### config.mk
export PLATFORM = sky130hd
export DESIGN_NAME = uart_addr_decode
export DESIGN_NICKNAME = d
export VERILOG_FILES = /design/src/rtl/uadec_pkg.sv /design/src/rtl/uadec_alias.sv /design/src/rtl/uadec_region.sv /design/src/rtl/uadec_ctl.sv /design/src/rtl/uadec_rmux.sv /design/src/rtl/uart_addr_decode.sv
export SDC_FILE = /design/constraint.sdc
export NUM_CORES = 1
export LEC_CHECK = 0
export ABC_AREA = 1
export BUFFER_PORTS_ARGS = -buffer_cell sky130_fd_sc_hd__buf_2
export CORE_AREA = 10 10 71 88
export CTS_BUF_LIST = sky130_fd_sc_hd__clkbuf_2 sky130_fd_sc_hd__clkbuf_4 sky130_fd_sc_hd__clkbuf_8
export DETAILED_ROUTE_END_ITERATION = 7
export DIE_AREA = 0 0 81 98
export HOLD_SLACK_MARGIN = 0.15
export PLACE_DENSITY = 0.95
export SLEW_MARGIN = 25
export SYNTH_ARGS = -nofsm -noshare
export SYNTH_HDL_FRONTEND = slang
export SYNTH_SLANG_ARGS = --single-unit
### constraint.sdc
create_clock -name clk -period 3.84 [get_ports clk]
set_input_delay 0.768 -clock clk [delete_from_list [all_inputs] [get_ports clk]]
set_output_delay 0.768 -clock clk [all_outputs]
set_load 0.02 [all_outputs]
### src/rtl/uadec_pkg.sv
package uadec_pkg;

    localparam int ADDR_W = 8;
    localparam int DATA_W = 8;
    localparam int UNIT_W = 3;
    localparam int MAX_UNITS = 1 << UNIT_W;
    localparam logic [ADDR_W-1:0] UEN_ADDR = 8'h40;
    localparam logic [ADDR_W-1:0] SEN_ADDR = 8'h42;
    localparam int SEN_BIT = 7;

    typedef enum logic [2:0] {
        TGT_NONE,
        TGT_CFG,
        TGT_UEN,
        TGT_SEN,
        TGT_UART,
        TGT_STS
    } tgt_e;

    typedef struct packed {
        tgt_e              tgt;
        logic [UNIT_W-1:0] unit;
        logic [3:0]        reg_idx;
        logic [6:0]        cfg_idx;
    } dec_s;

endpackage

### src/rtl/uadec_alias.sv
module uadec_alias
    import uadec_pkg::*;
(
    input  logic [ADDR_W-1:0] raw_addr,
    output logic [ADDR_W-1:0] norm_addr
);

    always_comb begin
        unique case (raw_addr[7:6])
            2'b01:   norm_addr = {raw_addr[7:6], 1'b0, raw_addr[4:0]};
            2'b11:   norm_addr = {raw_addr[7:6], 2'b00, raw_addr[3:0]};
            default: norm_addr = raw_addr;
        endcase
    end

endmodule

### src/rtl/uadec_region.sv
module uadec_region
    import uadec_pkg::*;
#(
    parameter int NUM_UART = 8
) (
    input  logic [ADDR_W-1:0]   norm_addr,
    input  logic [NUM_UART-1:0] uen,
    input  logic                sts_en,
    output dec_s                dec
);

    logic [MAX_UNITS-1:0] uen_pad;
    logic [UNIT_W-1:0]    unit;
    logic                 unit_ok;

    always_comb begin
        uen_pad = '0;
        for (int i = 0; i < NUM_UART; i++) begin
            uen_pad[i] = uen[i];
        end
    end

    assign unit    = norm_addr[6] ? norm_addr[3:1] : norm_addr[5:3];
    assign unit_ok = (int'(unit) < NUM_UART) && uen_pad[unit];

    always_comb begin
        dec         = '0;
        dec.tgt     = TGT_NONE;
        dec.cfg_idx = norm_addr[6:0];
        unique case (norm_addr[7:6])
            2'b00: dec.tgt = TGT_CFG;
            2'b01: begin
                if (norm_addr == UEN_ADDR)      dec.tgt = TGT_UEN;
                else if (norm_addr == SEN_ADDR) dec.tgt = TGT_SEN;
                else                            dec.tgt = TGT_CFG;
            end
            2'b10: begin
                if (unit_ok) begin
                    dec.tgt     = TGT_UART;
                    dec.unit    = unit;
                    dec.reg_idx = {1'b0, norm_addr[2:0]};
                end
            end
            2'b11: begin
                if (sts_en && norm_addr[3:0] == 4'h0) begin
                    dec.tgt = TGT_STS;
                end else if (unit_ok) begin
                    dec.tgt     = TGT_UART;
                    dec.unit    = unit;
                    dec.reg_idx = {3'b100, norm_addr[0]};
                end
            end
            default: dec.tgt = TGT_NONE;
        endcase
    end

endmodule

### src/rtl/uadec_ctl.sv
module uadec_ctl
    import uadec_pkg::*;
#(
    parameter int NUM_UART = 8,
    parameter logic [NUM_UART-1:0] UEN_RST = '0
) (
    input  logic                clk,
    input  logic                rst_n,
    input  logic                wr_uen,
    input  logic                wr_sen,
    input  logic [DATA_W-1:0]   wdata,
    output logic [NUM_UART-1:0] uen,
    output logic                sts_en
);

    always_ff @(posedge clk or negedge rst_n) begin
        if (!rst_n) begin
            uen    <= UEN_RST;
            sts_en <= 1'b1;
        end else begin
            if (wr_uen) uen    <= wdata[NUM_UART-1:0];
            if (wr_sen) sts_en <= wdata[SEN_BIT];
        end
    end

    a_r10_uen_update: assert property (@(posedge clk) disable iff (!rst_n)
        wr_uen |=> uen == $past(wdata[NUM_UART-1:0]));

    a_r10_sen_update: assert property (@(posedge clk) disable iff (!rst_n)
        wr_sen |=> sts_en == $past(wdata[SEN_BIT]));

    a_r7_regs_hold: assert property (@(posedge clk) disable iff (!rst_n)
        (!wr_uen && !wr_sen) |=> ($stable(uen) && $stable(sts_en)));

endmodule

### src/rtl/uadec_rmux.sv
module uadec_rmux
    import uadec_pkg::*;
#(
    parameter int NUM_UART = 8
) (
    input  logic                       clk,
    input  logic                       rst_n,
    input  dec_s                       dec,
    input  logic                       rd,
    input  logic [DATA_W-1:0]          cfg_rdata,
    input  logic [NUM_UART*DATA_W-1:0] uart_rdata,
    input  logic [DATA_W-1:0]          sts_rdata,
    input  logic [NUM_UART-1:0]        uen,
    input  logic                       sts_en,
    output logic [DATA_W-1:0]          rdata
);

    logic [MAX_UNITS-1:0][DATA_W-1:0] urd_pad;
    logic [DATA_W-1:0]                uen_byte;
    logic [DATA_W-1:0]                sel_data;

    always_comb begin
        urd_pad  = '0;
        uen_byte = '0;
        for (int i = 0; i < NUM_UART; i++) begin
            urd_pad[i]  = uart_rdata[i*DATA_W +: DATA_W];
            uen_byte[i] = uen[i];
        end
    end

    always_comb begin
        unique case (dec.tgt)
            TGT_CFG:  sel_data = cfg_rdata;
            TGT_UEN:  sel_data = uen_byte;
            TGT_SEN:  sel_data = {sts_en, 7'b0};
            TGT_UART: sel_data = urd_pad[dec.unit];
            TGT_STS:  sel_data = sts_rdata;
            default:  sel_data = '0;
        endcase
    end

    assign rdata = rd ? sel_data : '0;

    a_r7_unmapped_zero: assert property (@(posedge clk) disable iff (!rst_n)
        (rd && dec.tgt == TGT_NONE) |-> rdata == '0);

    a_r8_sen_low_bits: assert property (@(posedge clk) disable iff (!rst_n)
        (rd && dec.tgt == TGT_SEN) |-> rdata[6:0] == '0);

endmodule

### src/rtl/uart_addr_decode.sv
module uart_addr_decode
    import uadec_pkg::*;
#(
    parameter int NUM_UART = 8,
    parameter logic [NUM_UART-1:0] UEN_RST = '0
) (
    input  logic                       clk,
    input  logic                       rst_n,
    input  logic [7:0]                 acc_addr,
    input  logic                       acc_rd,
    input  logic                       acc_wr,
    input  logic [7:0]                 acc_wdata,
    output logic [7:0]                 acc_rdata,
    output logic                       cfg_sel,
    output logic [6:0]                 cfg_idx,
    input  logic [7:0]                 cfg_rdata,
    output logic [NUM_UART-1:0]        uart_sel,
    output logic [3:0]                 uart_reg,
    input  logic [NUM_UART*8-1:0]      uart_rdata,
    output logic                       sts_sel,
    input  logic [7:0]                 sts_rdata
);

    logic [ADDR_W-1:0]   norm_addr;
    logic [NUM_UART-1:0] uen;
    logic                sts_en;
    logic                access;
    dec_s                dec;

    assign access = acc_rd | acc_wr;

    uadec_alias u_alias (
        .raw_addr  (acc_addr),
        .norm_addr (norm_addr)
    );

    uadec_region #(.NUM_UART(NUM_UART)) u_region (
        .norm_addr (norm_addr),
        .uen       (uen),
        .sts_en    (sts_en),
        .dec       (dec)
    );

    uadec_ctl #(.NUM_UART(NUM_UART), .UEN_RST(UEN_RST)) u_ctl (
        .clk    (clk),
        .rst_n  (rst_n),
        .wr_uen (acc_wr && dec.tgt == TGT_UEN),
        .wr_sen (acc_wr && dec.tgt == TGT_SEN),
        .wdata  (acc_wdata),
        .uen    (uen),
        .sts_en (sts_en)
    );

    uadec_rmux #(.NUM_UART(NUM_UART)) u_rmux (
        .clk        (clk),
        .rst_n      (rst_n),
        .dec        (dec),
        .rd         (acc_rd),
        .cfg_rdata  (cfg_rdata),
        .uart_rdata (uart_rdata),
        .sts_rdata  (sts_rdata),
        .uen        (uen),
        .sts_en     (sts_en),
        .rdata      (acc_rdata)
    );

    assign cfg_sel  = access && dec.tgt == TGT_CFG;
    assign cfg_idx  = (dec.tgt == TGT_CFG) ? dec.cfg_idx : '0;
    assign sts_sel  = access && dec.tgt == TGT_STS;
    assign uart_reg = (dec.tgt == TGT_UART) ? dec.reg_idx : '0;

    for (genvar g = 0; g < NUM_UART; g++) begin : g_usel
        assign uart_sel[g] = access && dec.tgt == TGT_UART && int'(dec.unit) == g;
    end

    a_r9_one_target: assert property (@(posedge clk) disable iff (!rst_n)
        $onehot0({cfg_sel, sts_sel, uart_sel}));

    a_r9_idle_quiet: assert property (@(posedge clk) disable iff (!rst_n)
        !access |-> (!cfg_sel && !sts_sel && uart_sel == '0));

    a_r6_disabled_unselected: assert property (@(posedge clk) disable iff (!rst_n)
        (uart_sel & ~uen) == '0);

    a_r5_sts_priority: assert property (@(posedge clk) disable iff (!rst_n)
        (access && sts_en && acc_addr[7:6] == 2'b11 && acc_addr[3:0] == 4'h0)
        |-> (sts_sel && uart_sel == '0));

    a_r2_cfg_bit5_clear: assert property (@(posedge clk) disable iff (!rst_n)
        (cfg_sel && acc_addr[7:6] == 2'b01) |-> !cfg_idx[5]);

    a_r3_upper_never_cfg: assert property (@(posedge clk) disable iff (!rst_n)
        acc_addr[7] |-> !cfg_sel);

endmodule

# After elaboration in Yosys (flattened, before gate mapping)

Index checks and enable logic that the tools add are counted.

Output and inout bits: 29
Bits in registers: 9
Word-level logic and storage cells: 59

Bitwise gates (word level): 1
Equality and inequality tests: 19
$lt $le $gt $ge: 2
Reduce and logical (&&, ||, !) cells: 17
Mux-type cells: 18

Operator list:

| operator           | number |
|---|---|
| $pmux 8 s5         | 1 |
| $bmux 8 s3         | 1 |
| $mux 10            | 2 |
| $eq 3x3->1 const B | 6 |
| $eq 8x7->1 const B | 2 |
| $mux 8             | 2 |
| $logic_and 1x1->1  | 14 |
| $mux 7             | 2 |
| $pmux 7 s2         | 1 |
| $eq 3x2->1 const B | 4 |
| $pmux 3 s4         | 1 |
| $pmux 6 s2         | 1 |
| $mux 3             | 3 |
| $lt 3x4->1 const B | 2 |
| $eq 2x2->1 const B | 3 |
| $eq 3x1->1 const B | 2 |
| $eq 2x1->1 const B | 2 |
| $logic_not 4->1    | 1 |
| $mux 4             | 1 |
| $bmux 1 s3         | 1 |
| $logic_not 3->1    | 1 |
| $logic_not 2->1    | 1 |
| $mux 2             | 1 |
| $mux 1             | 1 |
| $or 1x1->1         | 1 |

# Longest topological paths before layout

Gate-level depths: netlist of run 1.

Word-level depth: 12
Depth in mapped cells: 17
Depth with buffers taken out: 16

# Hierarchy

A second synthesis of run 1 with hierarchy kept.

Cell total of the unflattened synthesis: 434
Area total of the unflattened synthesis: 2130.8 um^2

By module, submodules not included:

| module           | cells each | area an instance (um^2) | sequential area each (um^2) | instances |
|---|---|---|---|---|
| uadec_rmux       | 256        | 1111.1                  | 0.0                         | 1 |
| uadec_region     | 71         | 370.4                   | 0.0                         | 1 |
| uadec_ctl        | 39         | 346.6                   | 226.5                       | 1 |
| uart_addr_decode | 58         | 237.7                   | 0.0                         | 1 |
| uadec_alias      | 10         | 65.1                    | 0.0                         | 1 |

# Least setup slack after synthesis of run 1

No wires, ideal clock.

Path kind: input to output
From: input acc_addr[6]
To: output acc_rdata[6]
Data arrival time: 2399 ps
Path slack: 673 ps
Cell stages on the path: 15
Data required time: 3072 ps
Path through: buf_6 > nand2_1 > inv_2 > nand4_2 > nand2_2 > nor2_2 > inv_2 > nor2_8 > nand2_8 > clkinv_4 > buf_6 > nand2_1 > nand3_1 > nand3_1 > a21oi_1

Word-level cells in the longest chain between the ends: 12
Elaborated cells on any way between the ends: 29
Classes of those cells: eq/ne (12); mux (16); reduce/logical (1)

Ends and longest elaborated chain:

| item                                            | line                                 | text |
|---|---|---|
| start, declared                                 | uart_addr_decode.sv:9                | `input logic [7:0] acc_addr,` |
| $eq 2x2->1 / $eq 2x1->1 (equally long branches) | uadec_alias.sv:9, uadec_region.sv:30 |  |
| $pmux 6 s2                                      | uadec_alias.sv:9                     | `unique case (raw_addr[7:6])` |
| $mux 3                                          | uadec_region.sv:23                   | `assign unit = norm_addr[6] ? norm_addr[3:1] : norm_addr[5:3];` |
| $bmux 1 s3                                      | uadec_region.sv:24                   | `assign unit_ok = (int'(unit) < NUM_UART) && uen_pad[unit];` |
| $mux 1 (implied by the code)                    | uadec_region.sv:24                   |  |
| $mux 10                                         | uadec_region.sv:47                   | `end else if (unit_ok) begin` |
| $mux 7                                          | uadec_region.sv:45                   | `if (sts_en && norm_addr[3:0] == 4'h0) begin` |
| $pmux 7 s2                                      | uadec_region.sv:30                   | `unique case (norm_addr[7:6])` |
| $bmux 8 s3                                      | uadec_rmux.sv:36                     | `TGT_UART: sel_data = urd_pad[dec.unit];` |
| $mux 8 (implied by the code)                    | uadec_rmux.sv:36                     |  |
| $pmux 8 s5 *                                    | uadec_rmux.sv:32                     | `unique case (dec.tgt)` |
| $mux 8 *                                        | uadec_rmux.sv:42                     | `assign rdata = rd ? sel_data : '0;` |
| end, declared                                   | uart_addr_decode.sv:13               | `output logic [7:0] acc_rdata,` |

Every way passes the cells marked *; elsewhere a longest branch is shown, timed or not. The select of a mux whose other input is x is not followed.

# Worst setup path after layout of run 1

From: input acc_addr[6]
To: output acc_rdata[5]

The elaborated chain is that of the path after synthesis.

==> impl_metrics.ini, run 1 <==
[timing]
setup_total_negative_slack_ns = 0
final.setup_skew_ns = 0.000577
total_count_of_hold_check_failures_in_the_final_report = 0
unrepaired_setup_endpoints_after_global_routing = false
post_route_clock_period_utilization = 0.951
maxSlewHeadroom = 0.694
fmax_ghz = 0.274
transition_time_at_the_pin_with_the_least_slew_margin_ns = 0.458
setup-violations-final = 0
period_minus_slack_ns = 3.65
final-max-slew-violation-count = 0

[finish]
highest_count_cells_in_the_layout_ignoring_fill_and_taps = sky130_fd_sc_hd__nand2_1, sky130_fd_sc_hd__buf_2, sky130_fd_sc_hd__inv_1
area_growth_pct = 35.3
nNetsFinal = 632
drive_above_1_share = 0.320
final_common_cell = sky130_fd_sc_hd__nand2_1
finish.utilization = 0.633

[logic_synthesis]
synth.top_cell.area_share = 0.280
gate_count_of_the_mapped_netlist = 410
ys_warn_count = 0
post-synth-top-area-cell = sky130_fd_sc_hd__nand2_1
synthDistinctLibCells = 30
synth_top_cells_by_area = sky130_fd_sc_hd__nand2_1, sky130_fd_sc_hd__inv_1, sky130_fd_sc_hd__o2111ai_1
synth-seq-cells = 9
postSynthAreaPerCell_sq_um = 5.27
syn-num-nets = 510
netlist_area_sq_um = 2160
ys_seq_area_frac = 0.105

[worst_setup_path]
worst_r2r_startpoint = u_ctl.sts_en
worst_setup_path_startpoint = acc_addr[6]
critical_path_endpoint_category = output port
cp_data_arrival_time_ns = 2.88
critPathRequiredTime_ns = 3.07
cp-start-kind = input pin
criticalPathCategory = in -> out
largest_fanout_of_any_net_on_the_critical_path = 11

[clocking]
cts-hold-fix-buffers = 0
tritoncts.num_buffers = 3
tritoncts_clock_tree = done
cts_root_buffer = sky130_fd_sc_hd__clkbuf_8
htreeDepth = 1
clock_latency_ns = 0.23
path_clk_slew_ns = 0.04
ctsLongestPathBuffers = 2
cts.sink_count = 9

[min_path]
hold_class = in -> async

[die]
initial_core_util = 0.468
num_io_pins = 129
die_height_um = 98
placement_rows = 28
die_w_um = 81
core_area_sq_um = 4620
die_area_sq_um = 7940

[global_routing]
grtUsageTotal = 0.202
first_global_vias = 2973
global_route_wire_length_before_repair_um = 13600
pin_count_of_the_biggest_net_entering_global_routing = 36
global_route.overflow_total = 0
antenna_violations_before_repair = 0

[power_and_ir_drop]
clkPwrFrac = 0.216
share_comb_of_total_power = 0.575
power_per_cell_area_nw_per_um2 = 182
ir_drop_v = 0.000201
internal-power_mw = 0.296
leakage_dissipation_nw = 1.90
pwr-share-seq = 0.208
swShare = 0.444
p_sw_mw = 0.236

[detailed_routing]
drc_errors = 0
wl_final_um = 8700
antenna_violating_nets_left = 0
vias_per_cell = 5.23
routedWlPerCell_um = 14.7
drt_iter0_markers = 346
drt-pass1-iter-count = 5
routed-via-count = 3095

[placed_design]
dpl.hpwl_um = 6830
portBuffers = 128
routabilityCongestion = 0.896

[status]
outcome = finished, final reports clean

[run]
drv_cap = 0
-- cell families (layout without fill, tap and decap cells) --
kind of cell	count (synthesis)	after routing	share of synthesized area
compound gates	64	64	0.213
buf+inv	105	224	0.202
flops	9	9	0.105
mux	2	2	0.0104
other cells	0	1	0
simple gates	230	232	0.470
-- worst max-delay path, cell delays in order --
cell                       delay (ns)
sky130_fd_sc_hd__clkbuf_4        0.21
sky130_fd_sc_hd__inv_2           0.09
sky130_fd_sc_hd__nor2_1          0.13
sky130_fd_sc_hd__nand3_1         0.09
sky130_fd_sc_hd__nand2_1         0.08
sky130_fd_sc_hd__nand2_2         0.10
sky130_fd_sc_hd__nor2_4          0.23
sky130_fd_sc_hd__nand4_2         0.32
sky130_fd_sc_hd__nand2_1         0.14
sky130_fd_sc_hd__nand2_1         0.05
sky130_fd_sc_hd__nand2_1         0.06
sky130_fd_sc_hd__nand2_1         0.05
sky130_fd_sc_hd__nand2_1         0.05
sky130_fd_sc_hd__nand3_1         0.11
sky130_fd_sc_hd__a21oi_1         0.19
sky130_fd_sc_hd__buf_2           0.20
-- layer usage --
| metal | share of wire | GRT usage | up-vias | wire [um] |
|---|---|---|---|---|
| met1 | 0.36 | 0.217 | 1340 | 3110 |
| met5 | 0 | 0 | - | 0 |
| li1 | - | - | 1551 | - |
| met4 | 0.025 | 0.0481 | 0 | 218 |
| met2 | 0.52 | 0.380 | 181 | 4510 |
| met3 | 0.099 | 0.0431 | 23 | 860 |
-- flip-flops by register name, indices dropped and copies added, names as in the netlist --
name          flops
u_ctl.uen         8
u_ctl.sts_en      1
-- synth_stat cells --
library cell / instances
sky130_fd_sc_hd__clkinv_4: 1
sky130_fd_sc_hd__nor3_1: 2
sky130_fd_sc_hd__nand2_2: 2
sky130_fd_sc_hd__a21oi_2: 1
sky130_fd_sc_hd__inv_1: 78
sky130_fd_sc_hd__nor2_8: 1
sky130_fd_sc_hd__o21ai_2: 1
sky130_fd_sc_hd__mux2_2: 2
sky130_fd_sc_hd__a21oi_1: 20
sky130_fd_sc_hd__dfrtp_1: 8
sky130_fd_sc_hd__nand2_8: 1
sky130_fd_sc_hd__nand2_1: 161
sky130_fd_sc_hd__nand4_4: 1
sky130_fd_sc_hd__o21ai_4: 1
sky130_fd_sc_hd__o21ai_0: 7
sky130_fd_sc_hd__buf_6: 4
sky130_fd_sc_hd__buf_2: 6
sky130_fd_sc_hd__nand3_1: 25
sky130_fd_sc_hd__nor2_1: 27
sky130_fd_sc_hd__inv_2: 5
sky130_fd_sc_hd__nand3_2: 2
sky130_fd_sc_hd__clkbuf_1: 11
sky130_fd_sc_hd__a311oi_1: 1
sky130_fd_sc_hd__nand2_4: 5
sky130_fd_sc_hd__o21ai_1: 1
sky130_fd_sc_hd__o2111ai_1: 31
sky130_fd_sc_hd__dfstp_2: 1
sky130_fd_sc_hd__a31oi_1: 1
sky130_fd_sc_hd__nand4_2: 1
sky130_fd_sc_hd__nor2_2: 2
-- power groups by stage --
stage | Combinational, mW | Clock (mW) | Sequential, mW
floorplan | 0.189 | 0 | 0.109
CTS | 0.288 | 0.116 | 0.110
finish | 0.306 | 0.115 | 0.111
global route | 0.339 | 0.119 | 0.111
detailed placement | 0.287 | 0 | 0.111
global placement | 0.281 | 0 | 0.110
-- timing repair --
action,CTS,global route
resized for setup,0,4
setup endpoints to repair,0,8
buffers inserted,0,3
-- through the flow --
step / cells / instance area [sq um] / total power, mW / setup WS [ns] / hold slack, ns
after floorplan: 410 / 2160 / 0.298 / 0.673 / 0.472
after global placement: 582 / 2800 / 0.392 / 0.124 / 0.507
after detailed placement: 582 / 2800 / 0.398 / 0.0750 / 0.516
after CTS: 586 / 2850 / 0.514 / 0.0369 / 0.385
after global routing: 591 / 2920 / 0.569 / 0.00278 / 0.393
final: 592 / 2930 / 0.531 / 0.188 / 0.380
-- final timing paths --
path	endpoint	slack [ns]	cells past startpoint
hold / removal	u_ctl.uen[7]	0.38	1
hold reg to reg	u_ctl.sts_en	0.53	2
setup reg to reg	u_ctl.uen[5]	1.84	6
setup / recovery	acc_rdata[5]	0.19	16
min in group clk	u_ctl.sts_en	0.53	2
max in group asynchronous	u_ctl.sts_en	3.22	1
-- cell type report --
| type | count | area [sq um] |
|---|---|---|
| fill | 460 | 1700 |
| multi-input combinational | 298 | 1550 |
| timing repair buffer | 136 | 703 |
| inverter | 84 | 320 |
| sequential | 9 | 226 |
| tap | 60 | 75.1 |
| clock buffer | 4 | 48.8 |
| antenna | 1 | 2.50 |
Power figures use the tool's default switching activity.
==> run 2: changes to the inputs <==
- ABC_AREA: 1 -> unset
- CORE_AREA: 10 10 71 88 -> 10 10 65 80
- DIE_AREA: 0 0 81 98 -> 0 0 75 90
==> impl_metrics.ini, run 2 <==
[status]
outcome = finished, final reports clean

[logic_synthesis]
gate_count_of_the_mapped_netlist = 229
synth.top_cell.area_share = 0.127
compound_gate_fraction_of_synth_area = 0.369
netlist_area_sq_um = 1570
synth-edff-count = 0
post_synthesis_share_of_cell_area_spent_on_xor_and_xnor_gates = 0
post-synth-top-area-cell = sky130_fd_sc_hd__dfrtp_1
synth-seq-cells = 9
synth_adder_area_share = 0
ys_warn_count = 0
multiplexer_area_fraction_after_synthesis = 0.0932
synthSimpleGateAreaFrac = 0.318
synth_flop_cell = sky130_fd_sc_hd__dfrtp_1
postSynthAreaPerCell_sq_um = 6.86
synth_top_cells_by_area = sky130_fd_sc_hd__dfrtp_1, sky130_fd_sc_hd__nand2_1, sky130_fd_sc_hd__o211ai_1
synth_top_family_by_area = compound AO/OA/AOI/OAI gates
post_synth_most_frequent_cells = sky130_fd_sc_hd__nand2_1, sky130_fd_sc_hd__nor2_1, sky130_fd_sc_hd__o211ai_1
postSynth.asyncResetShare = 1.00
library_cell_with_the_highest_instance_count_after_synthesis = sky130_fd_sc_hd__nand2_1
synthDistinctLibCells = 42
syn-num-nets = 329
ys_seq_area_frac = 0.144

[die]
num_io_pins = 129
core_area_sq_um = 3720
die_w_um = 75
placement_rows = 25
initial_core_util = 0.422
die_area_sq_um = 6750
die_height_um = 90

[finish]
ff_latch_area_sq_um = 226
drive_above_1_share = 0.452
highest_count_cells_in_the_layout_ignoring_fill_and_taps = sky130_fd_sc_hd__buf_2, sky130_fd_sc_hd__nand2_1, sky130_fd_sc_hd__nor2_1
num_antenna_cells = 0
final_cell_count_no_fill = 392
final_common_cell = sky130_fd_sc_hd__buf_2
nNetsFinal = 453
reg_top3 = u_ctl.uen x8, u_ctl.sts_en x1
multi_input_comb_area_sq_um = 1240
fill_cells = 359
largest_register_ffs = 8
area_growth_pct = 45.9
registers.top_by_ff_count = u_ctl.uen

[worst_setup_path]
critical_path_endpoint_category = output port
cp_data_arrival_time_ns = 2.85
timing.critical_path.slowest_cell_delay_ns = 0.35
cp_cell_instances = clkbuf_4, nor2b_1, a32oi_1, a31oi_1, a22o_2, or2_1, a22oi_1, o2bb2ai_1, buf_2
critPathRequiredTime_ns = 3.07
largest_fanout_of_any_net_on_the_critical_path = 18
criticalPathCategory = in -> out
cp-start-kind = input pin
critPathSlowestCell = sky130_fd_sc_hd__or2_1

[placed_design]
placed_cells_incl_taps = 388
dpl.hpwl_um = 6160
portBuffers = 128
routabilityCongestion = 0.903

[clocking]
tritoncts.num_buffers = 3
cts.sink_count = 9
htreeDepth = 1
cts_root_buffer = sky130_fd_sc_hd__clkbuf_8
tritoncts_clock_tree = done
ctsLongestPathBuffers = 2
cts.repair_timing.setup_buffer_count = 0
path_clk_slew_ns = 0.05
clock_latency_ns = 0.24

[detailed_routing]
drt_iter0_markers = 274
drt-pass1-iter-count = 8
antenna_violating_nets_left = 0
routedWlPerCell_um = 18.7
routed-via-count = 2366
wl_final_um = 7350
drc_errors = 0
vias_per_cell = 6.04

[timing]
unrepaired_setup_endpoints_after_global_routing = false
total_count_of_hold_check_failures_in_the_final_report = 0
post_route_clock_period_utilization = 0.941
maxSlewHeadroom = 0.588
final.setup_skew_ns = 0
period_minus_slack_ns = 3.61
setup_total_negative_slack_ns = 0
setup-violations-final = 0
transition_time_at_the_pin_with_the_least_slew_margin_ns = 0.615
fmax_ghz = 0.277
final-max-slew-violation-count = 0

[global_routing]
first_global_vias = 2383
grtUsageTotal = 0.210
global_route_wire_length_before_repair_um = 11700
pin_count_of_the_biggest_net_entering_global_routing = 21
antenna_violations_before_repair = 0
global_route.overflow_total = 0

[run]
drv_cap = 0

[min_path]
hold_class = in -> async

[power_and_ir_drop]
leakage_dissipation_nw = 1.18
power_per_cell_area_nw_per_um2 = 214
ir_drop_v = 0.000238
## run 2: cell types whose count changed after synthesis, moves of 7 or more
cell,before,now
sky130_fd_sc_hd__a21oi_1,20,9
sky130_fd_sc_hd__a222oi_1,0,7
sky130_fd_sc_hd__inv_1,78,10
sky130_fd_sc_hd__mux2_2,2,11
sky130_fd_sc_hd__nand2_1,161,43
sky130_fd_sc_hd__nand3_1,25,16
sky130_fd_sc_hd__nor2_1,27,19
sky130_fd_sc_hd__nor2b_1,0,7
sky130_fd_sc_hd__o2111ai_1,31,5
sky130_fd_sc_hd__o211ai_1,0,18
## run 2: area by class of cell
class | instances | share of cell area
Timing Repair Buffer | 134 | 0.300
Multi-Input combinational cell | 195 | 0.542
Inverter | 10 | 0.0164
Tap cell | 40 | 0.0218
Sequential cell | 9 | 0.0987
Clock buffer | 4 | 0.0213
## run 2: repair_timing
action | CTS | global route
hold buffers | 0 | 0
resized for setup | 0 | 4
endpoints found under the setup margin | 0 | 5
## run 2: stage by stage
| stage | power (mW) | worst slack, ns | hold slack (ns) | util | cell area, sq um |
|---|---|---|---|---|---|
| after floorplan | 0.263 | 0.511 | 0.472 | - | 1570 |
| after global placement | 0.358 | 0.270 | 0.538 | 0.598 | 2230 |
| after detailed placement | 0.367 | 0.123 | 0.531 | 0.598 | 2230 |
| after CTS | 0.486 | 0.116 | 0.377 | 0.611 | 2270 |
| after global routing | 0.525 | 0.0565 | 0.382 | 0.616 | 2290 |
| final | 0.490 | 0.226 | 0.370 | 0.616 | 2290 |
## run 2: final timing paths
kind / startpoint / endpoint / slack (ns) / cells after the start
setup / recovery: acc_addr[6] / acc_rdata[1] / 0.23 / 9
hold / removal: rst_n / u_ctl.uen[6] / 0.37 / 1
setup reg to reg: u_ctl.uen[1] / u_ctl.uen[1] / 3.03 / 1
hold reg to reg: u_ctl.uen[0] / u_ctl.uen[0] / 0.54 / 1
max in group asynchronous: rst_n / u_ctl.sts_en / 3.23 / 1
min in group clk: u_ctl.uen[0] / u_ctl.uen[0] / 0.54 / 1
## run 2: metal layers
layer,vias up,wire [um],GRT usage,share of wire
met5,-,0,0,0
met4,0,218,0.0886,0.030
met2,173,3650,0.353,0.50
met1,1057,2540,0.234,0.35
li1,1112,-,-,-
met3,24,934,0.0627,0.13
## run 2: kinds of logic (layout without fill, tap and decap cells)
logic type      after synthesis  in the layout
compound gates               75             75
buf+inv                      25            148
simple gates                108            108
flops                         9              9
mux                          12             12
## run 2: where the power goes
part	internal (mW)	leakage, nW	total [mW]	switching (mW)
clock network	0.0794	0.0262	0.117	0.0378
registers	0.106	0.118	0.117	0.0105
logic	0.110	1.04	0.256	0.147
## run 2: worst max-delay path: cells and delay by family
kind | cells | cell delay, ns
compound gates | 5 | 1.18
buf+inv | 2 | 0.43
simple gates | 2 | 0.46
